==> config.mk <==
export PLATFORM = sky130hd
export DESIGN_NAME = smt_pref_arb
export DESIGN_NICKNAME = d
export VERILOG_FILES = /design/src/rtl/smt_arb_pkg.sv /design/src/rtl/smt_rr_pick.sv /design/src/rtl/smt_tier_sel.sv /design/src/rtl/smt_arb_lane.sv /design/src/rtl/smt_pref_reg.sv /design/src/rtl/smt_pref_arb.sv
export SDC_FILE = /design/constraint.sdc
export NUM_CORES = 1
export LEC_CHECK = 0
export BUFFER_PORTS_ARGS = -buffer_cell sky130_fd_sc_hd__buf_4
export CAP_MARGIN = 10
export CORE_ASPECT_RATIO = 1.25
export CORE_UTILIZATION = 30
export CTS_BUF_LIST = sky130_fd_sc_hd__clkbuf_8
export DETAILED_ROUTE_END_ITERATION = 8
export GPL_ROUTABILITY_DRIVEN = 0
export GPL_TIMING_DRIVEN = 0
export MAX_ROUTING_LAYER = met4
export PLACE_DENSITY_LB_ADDON = 0.1
export SYNTH_ARGS = -nofsm -noshare
export SYNTH_HDL_FRONTEND = slang
export SYNTH_SLANG_ARGS = --single-unit
==> constraint.sdc <==
create_clock -name clk -period 4.4 [get_ports clk]
set_input_delay 0.88 -clock clk [delete_from_list [all_inputs] [get_ports clk]]
set_output_delay 0.88 -clock clk [all_outputs]
set_load 0.05 [all_outputs]
==> src/rtl/smt_arb_pkg.sv <==
package smt_arb_pkg;

  // Advance a rotating pointer past a granted index, wrapping at n.
  function automatic int unsigned wrap_next(input int unsigned idx, input int unsigned n);
    return (idx + 1 >= n) ? 0 : idx + 1;
  endfunction

endpackage

==> src/rtl/smt_rr_pick.sv <==
module smt_rr_pick #(
  parameter int N  = 8,
  parameter int IW = (N > 1) ? $clog2(N) : 1
) (
  input  logic [N-1:0]  req,
  input  logic [IW-1:0] ptr,
  output logic [N-1:0]  gnt,
  output logic [IW-1:0] idx,
  output logic          hit
);

  // Scan from ptr upward, wrapping, first requester wins.
  always_comb begin
    gnt = '0;
    idx = '0;
    hit = 1'b0;
    for (int k = 0; k < N; k++) begin
      int j;
      j = int'(ptr) + k;
      if (j >= N) j = j - N;
      if (!hit && req[j]) begin
        hit    = 1'b1;
        gnt[j] = 1'b1;
        idx    = IW'(j);
      end
    end
  end

endmodule

==> src/rtl/smt_tier_sel.sv <==
module smt_tier_sel #(
  parameter int N = 8
) (
  input  logic [N-1:0] elig,
  input  logic [N-1:0] pref,
  output logic [N-1:0] req
);

  logic [N-1:0] hi_req;
  logic [N-1:0] lo_req;

  assign hi_req = elig & pref;
  assign lo_req = elig & ~pref;

  // Favoured tier wins outright whenever any of its members can go.
  assign req = (|hi_req) ? hi_req : lo_req;

endmodule

==> src/rtl/smt_arb_lane.sv <==
module smt_arb_lane #(
  parameter int N  = 8,
  parameter int IW = (N > 1) ? $clog2(N) : 1
) (
  input  logic         clk,
  input  logic         rst,
  input  logic [N-1:0] elig,
  input  logic [N-1:0] pref,
  output logic [N-1:0] gnt_q
);
  import smt_arb_pkg::*;

  logic [N-1:0]  req;
  logic [N-1:0]  gnt_d;
  logic [IW-1:0] ptr_q;
  logic [IW-1:0] win_idx;
  logic          win_hit;

  smt_tier_sel #(.N(N)) u_tier (
    .elig (elig),
    .pref (pref),
    .req  (req)
  );

  smt_rr_pick #(.N(N), .IW(IW)) u_pick (
    .req (req),
    .ptr (ptr_q),
    .gnt (gnt_d),
    .idx (win_idx),
    .hit (win_hit)
  );

  always_ff @(posedge clk) begin
    if (rst) begin
      ptr_q <= '0;
      gnt_q <= '0;
    end else begin
      gnt_q <= gnt_d;
      if (win_hit) ptr_q <= IW'(wrap_next(int'(win_idx), N));
    end
  end

endmodule

==> src/rtl/smt_pref_reg.sv <==
module smt_pref_reg #(
  parameter int           N        = 8,
  parameter logic [N-1:0] PREF_RST = 8'h0F
) (
  input  logic         clk,
  input  logic         rst,
  input  logic         we,
  input  logic [N-1:0] wdata,
  output logic [N-1:0] pref_q
);

  always_ff @(posedge clk) begin
    if (rst)     pref_q <= PREF_RST;
    else if (we) pref_q <= wdata;
  end

endmodule

==> src/rtl/smt_pref_arb.sv <==
module smt_pref_arb #(
  parameter int           N        = 8,
  parameter logic [N-1:0] PREF_RST = 8'h0F
) (
  input  logic         clk,
  input  logic         rst,
  input  logic [N-1:0] full_i,
  input  logic [N-1:0] stall_i,
  input  logic         pmask_we,
  input  logic [N-1:0] pmask_wdata,
  output logic [N-1:0] fetch_gnt,
  output logic [N-1:0] issue_gnt
);
  localparam int IW = (N > 1) ? $clog2(N) : 1;
  localparam int NLANE = 2;

  logic [N-1:0] pref_q;
  logic [N-1:0] lane_elig [NLANE];
  logic [N-1:0] lane_gnt  [NLANE];

  smt_pref_reg #(.N(N), .PREF_RST(PREF_RST)) u_pref (
    .clk    (clk),
    .rst    (rst),
    .we     (pmask_we),
    .wdata  (pmask_wdata),
    .pref_q (pref_q)
  );

  // Lane 0 arbitrates fetch (needs buffer room), lane 1 issue (needs no stall).
  assign lane_elig[0] = ~full_i;
  assign lane_elig[1] = ~stall_i;

  for (genvar g = 0; g < NLANE; g++) begin : g_lane
    smt_arb_lane #(.N(N), .IW(IW)) u_lane (
      .clk   (clk),
      .rst   (rst),
      .elig  (lane_elig[g]),
      .pref  (pref_q),
      .gnt_q (lane_gnt[g])
    );
  end

  assign fetch_gnt = lane_gnt[0];
  assign issue_gnt = lane_gnt[1];

endmodule

After elaboration in Yosys (flattened, before gate mapping)
Cells that the tools add are included.
Operators by class
  $add $sub $neg: 32
  order comparisons: 50
  multiplexer cells: 148
  bitwise gates (word level): 21
  reduce and logical (&&, ||, !) cells: 46
Operator list (count)
  $ge A32 B1 Y1 const B: 16
  $lt A32 B5 Y1 const B: 16
  $mux W32: 16
  $mux W8: 18
  $or A8 B8 Y8: 14
  $sub A4 B4 Y5 const B: 14
  $ge A4 B4 Y1 const B: 16
  $mux W1: 64
  $mux W3: 18
  $bmux W1 S3: 16
  $demux W1 S3: 16
  $add A3 B3 Y4 const B: 8
  $and A8 B8 Y8: 4
  $logic_and A1 B1 Y1: 30
  $not A8 Y8: 3
  $add A3 B1 Y4 const B: 4
  $add A3 B2 Y4 const B: 4
  $reduce_or A8 Y1: 2
  $logic_not A1 Y1: 14
  $sub A3 B4 Y5 const B: 2
  $ge A3 B4 Y1 const B: 2
Word-level totals
  bits in registers: 30
  output and inout bits: 16
  word-level logic and storage cells: 302

Longest topological paths before layout
  word-level depth: 32
  depth in mapped cells: 19

Hierarchy
Synthesis repeated with hierarchy kept, for this count alone.
Unflattened totals
  cells, all modules: 504
  area total of the unflattened synthesis: 4257.8 µm²
By module, submodules not included
  smt_rr_pick (g_lane[0].u_lane.u_pick): times used 1, cells an instance 191, area an instance 1500.2 µm², sequential area each 0.0 µm²
  smt_rr_pick (g_lane[1].u_lane.u_pick): times used 1, cells an instance 181, area an instance 1488.9 µm², sequential area each 0.0 µm²
  smt_arb_lane: times used 2, cells an instance 31, area an instance 345.3 µm², sequential area each 220.2 µm²
  smt_pref_reg: times used 1, cells an instance 26, area an instance 297.8 µm², sequential area each 160.2 µm²
  smt_tier_sel: times used 2, cells an instance 14, area an instance 110.1 µm², sequential area each 0.0 µm²
  smt_pref_arb: times used 1, cells an instance 16, area an instance 60.1 µm², sequential area each 0.0 µm²

Least setup slack after synthesis
No wires, ideal clock.
  kind: input to register
  start: input port stall_i[2]
  end: register g_lane[1].u_lane.ptr_q[2]
  arrival: 4301 ps
  data required time: 4297 ps
  setup slack: -4 ps
  stages: 13
  buffers on the path: 0
  path through: and2b_2 a2111oi_4 a21oi_1 o32a_1 mux4_2 nand4b_2 nor3b_2 a2111oi_0 nor2_1 or2_2 ha_1 mux2_4 a2111oi_2
Between the ends
  word-level cells in the longest chain between the ends: 32
  elaborated cells between the ends (all ways): 62
RTL lines
  start, declared: line smt_pref_arb.sv:8  | input logic [N-1:0] stall_i,
  $not A8 Y8 *: line smt_pref_arb.sv:31  | assign lane_elig[1] = ~stall_i;
  $and A8 B8 Y8: line smt_tier_sel.sv:12  | assign hi_req = elig & pref;
  $reduce_or A8 Y1: line smt_tier_sel.sv:16  | assign req = (|hi_req) ? hi_req : lo_req;
  $mux W8 *: line smt_tier_sel.sv:16
  $bmux W1 S3: line smt_rr_pick.sv:21  | if (!hit && req[j]) begin
  $mux W1 (implied by the code) (2 in a row): line smt_rr_pick.sv:21
  $mux W1: line smt_rr_pick.sv:21
  $logic_not A1 Y1: line smt_rr_pick.sv:21
  [... 15 more ...]
  $logic_and A1 B1 Y1: line smt_rr_pick.sv:21
  $mux W1: line smt_rr_pick.sv:21
  $logic_not A1 Y1: line smt_rr_pick.sv:21
  $logic_and A1 B1 Y1: line smt_rr_pick.sv:21
  $mux W3: line smt_rr_pick.sv:21
  $add A3 B1 Y4: line smt_arb_pkg.sv:5  | return (idx + 1 >= n) ? 0 : idx + 1;
  $ge A4 B4 Y1: line smt_arb_pkg.sv:5
  $mux W3: line smt_arb_pkg.sv:5
  end signal, assigned: line smt_arb_lane.sv:39  | if (win_hit) ptr_q <= IW'(wrap_next(int'(win_idx), N));
  end, declared: line smt_arb_lane.sv:15  | logic [IW-1:0] ptr_q;
Every way passes the cells marked *; elsewhere a longest branch is shown, timed or not. The select of a mux whose other input is x is not followed.
A chain may end at the register's enable or synchronous reset.

Final worst setup path
Ends and elaborated chain as after synthesis.

==> impl_results.md <==
* Outcome: finished, violations left
* Failing checks: design-rule violations
* Slew at the pin closest to its max-slew limit at between 0.8 and 0.9 ns
* Number of stages on the worst setup path at 16
* Mean number of vias per cell at approximately 6.3
* Inserted Diodes at 0
* Post-Synthesis Cells at between 500 and 600
* Clock latency reported for the late side of the worst-skew pair at roughly 0.33 ns
* Cell chain of the critical path: buf_4 -> and2b_2 -> a2111oi_4 -> buf_6 -> a21o_1 -> buf_4 -> a22o_1 -> mux4_2 -> o32a_4 -> nor3_2 -> nand3_2 -> a22oi_2 -> or2_4 -> ha_4 -> mux2_4 -> a2111oi_4
* Floorplan die height at 139 µm
* Number of buffers on the longest clock path at 2
* Count of final hold-check violations at 0
* Clock sink count at 30
* Vias in the first global route at ~4.6k
* Net count reported at finish at about 650
* Residual DRC count at 6
* Layout filler cell count at 1543
* Setup Viol. Count Final at 0
* Number of antenna-violating nets in the routed design at 0
* Clock buffers created by TritonCTS at 5
* Number of cells traversed by the worst register-to-register path at 15
* Synth Warn # at 0
* Syn_nets at 583
* Total power at about 4.2 mW
* Slew Limit Headroom at about two fifths
* CP Max Fanout at 10
* Final core utilization at around 38%
* Worst IR Drop VDD at 0.245 mV
* Global-route wire length before repair at approximately 25 mm
* Family with the most delay on the worst path: compound AO/OA/AOI/OAI gates
* Max H-tree Level at 2
* Post-synth top area share at ~13%
* Cell type of the slowest stage on the worst timing path: mux4_2
* Number of placement rows at between 40 and 50
* Fraction of met2 tracks used by global routing at a little over a third
* Power density over cell area at ~770 nW/µm²
* Die X-Extent at approximately 110 µm
* Layout cell share with drive strength beyond 1 at ~29%
* Core Box Area at between 10000 and 15000 µm²
* Prevailing post-synth register cell: dfxtp_1
* Area taken by flip-flops and latches at between 600 and 700 µm²
* Final critical-path required period at approximately 4.3 ns
* Multi-input gate area at approximately 3900 µm²
* Static leakage at just under 2 nW
* Number of buffers and inverters on the critical path at 3
* # IOs at 43
* Number of distinct standard cells referenced by the synthesized netlist at 86
* Startpoint type of the worst setup path: primary input
* Final count of pins violating max slew at 0
* Global Route met1 Usage at 27.2%
* Number of enable flip-flop cells after synthesis at 0
* Share of the clock period used by the worst path at around 97%
* Critical Path RT at between 4 and 5 ns
* Main area contributors after synthesis: dfxtp_1 (13%), mux4_2 (9.0%), ha_1 (5.0%)
* Avg WL per Cell at between 20 and 25 µm
* Leftover overflow at the end of global routing at 0
* Crit path DAT at 4.50 ns
* Avg Cell Area, Syn at about 8.3 µm²
* Number of cells on the worst hold path at 2
* Commonest cells after routing, fill and taps aside: buf_4 (60), nor2_1 (59), dfxtp_1 (27)
* Top cell type by total area after synthesis: dfxtp_1
* Kind of end point of the critical path: flop
* Busiest metal layer after global routing: met2
* Worst-path clk slew at about 0.070 ns
* Worst Hold Class: reg2reg
* Detailed-route via count at roughly 5k
* Syn Std Cell Area at approximately 4500 µm²
* Worst path max stage delay at between 0.4 and 0.5 ns
* Area after detailed placement at slightly above 5000 µm²
* Count of state elements after synthesis at 30
* Number of antenna violations at the first check in global routing at 0
* Post-route clock skew at ~0.022 ns
* Initial DRT Pass Iterations at 7
* Global-route track usage on met3 at approximately 2.4%
* Max-capacitance violation count at 0
* Maximum number of pins on one net before global-route repair at 12
* Floorplan die area at 15400 µm²
* Most frequent standard cell in the layout excluding fill and tap cells: buf_4
* Worst hold slack at around 0.61 ns
* Layout Area Growth over Synthesis at 22.5%
* Summed area of non-filler cells in the final layout at about 5500 µm²
* Sequential share of the synthesized area at between 10% and 20%
* Starting density of the core at 31.0%
* Drt total wl at about 16 mm
* Worst Path Class, Setup: in2reg
* Port-buffer cells at between 40 and 50
* Detailed Place HPWL at about 13 mm
* Proportion of register bits with asynchronous set or reset after synthesis at 0%
* Clock tree root driver cell: clkbuf_8
* All-Layer GR Usage at between 20% and 30%
* CTS tree: built
* DR iter-0 viols at 380
* Max Freq at about 0.23 GHz
where the power goes:
part	internal (mW)	switching [mW]	leakage [nW]
logic	1.46	2.08	1.68
clock network	0.126	0.139	0.0472
registers	0.361	0.0805	0.249
total	1.94	2.30	1.97
worst paths after layout:
kind	start	endpoint	slack, ns
max	stall_i[2]	g_lane[1].u_lane.ptr_q[2]	0.12
min	u_pref.pref_q[7]	u_pref.pref_q[7]	0.61
max reg2reg	g_lane[1].u_lane.ptr_q[0]	g_lane[1].u_lane.ptr_q[2]	0.19
min reg2reg	u_pref.pref_q[7]	u_pref.pref_q[7]	0.61
layout make-up:
class	instances	area share (%)
multi-input cells	457	70.5
flip-flops and latches	30	11.1
repair buffers	58	8.00
well taps	178	4.06
plain buffers	33	3.19
clock buffers	6	1.50
inverters	17	1.41
clock inverters	2	0.228
cell families after synthesis:
| family | after synthesis | share of synthesized area [%] |
|---|---|---|
| simple gates | 179 | 21.6 |
| mux | 41 | 14.8 |
| flops | 30 | 13.4 |
| fa+ha+maj | 18 | 5.03 |
| buf+inv | 51 | 4.83 |
| xor+xnor | 9 | 1.76 |
| compound gates | 210 | 38.5 |
worst min-delay path, stage by stage (launching register included):
cell     delay (ns)
dfxtp_1        0.37
mux2i_1        0.15
nor2_1         0.05
Yosys cell counts, types with 4 or more instances:
| cell | instances |
|---|---|
| nor2_1 | 60 |
| dfxtp_1 | 30 |
| nand2_1 | 27 |
| a21oi_1 | 26 |
| clkbuf_1 | 22 |
| nor2b_1 | 20 |
| a221oi_1 | 18 |
| ha_1 | 18 |
| mux4_2 | 18 |
| mux2i_1 | 15 |
| nor3_1 | 15 |
| a22o_1 | 14 |
| nand2b_1 | 14 |
| o32a_1 | 14 |
| inv_1 | 13 |
| o21ai_0 | 13 |
| a22oi_1 | 12 |
| a211oi_1 | 11 |
| o32ai_1 | 11 |
| a21o_1 | 10 |
| a31oi_1 | 10 |
| nand3_1 | 9 |
| o22ai_1 | 7 |
| a211o_1 | 6 |
| mux2_2 | 6 |
| nand3b_1 | 6 |
| a32oi_1 | 5 |
| buf_2 | 5 |
| o31ai_1 | 5 |
| xnor2_1 | 5 |
| a2111oi_4 | 4 |
| buf_1 | 4 |
| or2_2 | 4 |
| xor2_1 | 4 |
routing by layer:
layer	vias up	wire, µm
met3	31	834
met5	-	0
met2	195	7940
met4	0	402
li1	2287	-
met1	2406	7000
through the flow:
| step | setup WS, ns | setup TNS, ns | instances |
|---|---|---|---|
| floorplan | 0.0136 | 0 | 538 |
| global placement | -0.968 | -6.43 | 757 |
| detailed placement | -0.991 | -6.26 | 757 |
| CTS | -0.0586 | -0.0586 | 766 |
| global route | -0.0405 | -0.0405 | 781 |
| finish | 0.118 | 0 | 781 |
state kept, by name, summed over array words and instances, names as in the netlist:
signal               flops
g_lane.u_lane.gnt_q     16
u_pref.pref_q            8
g_lane.u_lane.ptr_q      6
timing repair:
item,CTS,global route
pin swaps,3,18
hold endpoints to repair,0,0
setup endpoints to repair,21,8
setup buffers,1,16
hold buffers,0,0
gates resized for setup,18,44
gates cloned,0,0
(Power assumes the default switching activity.)
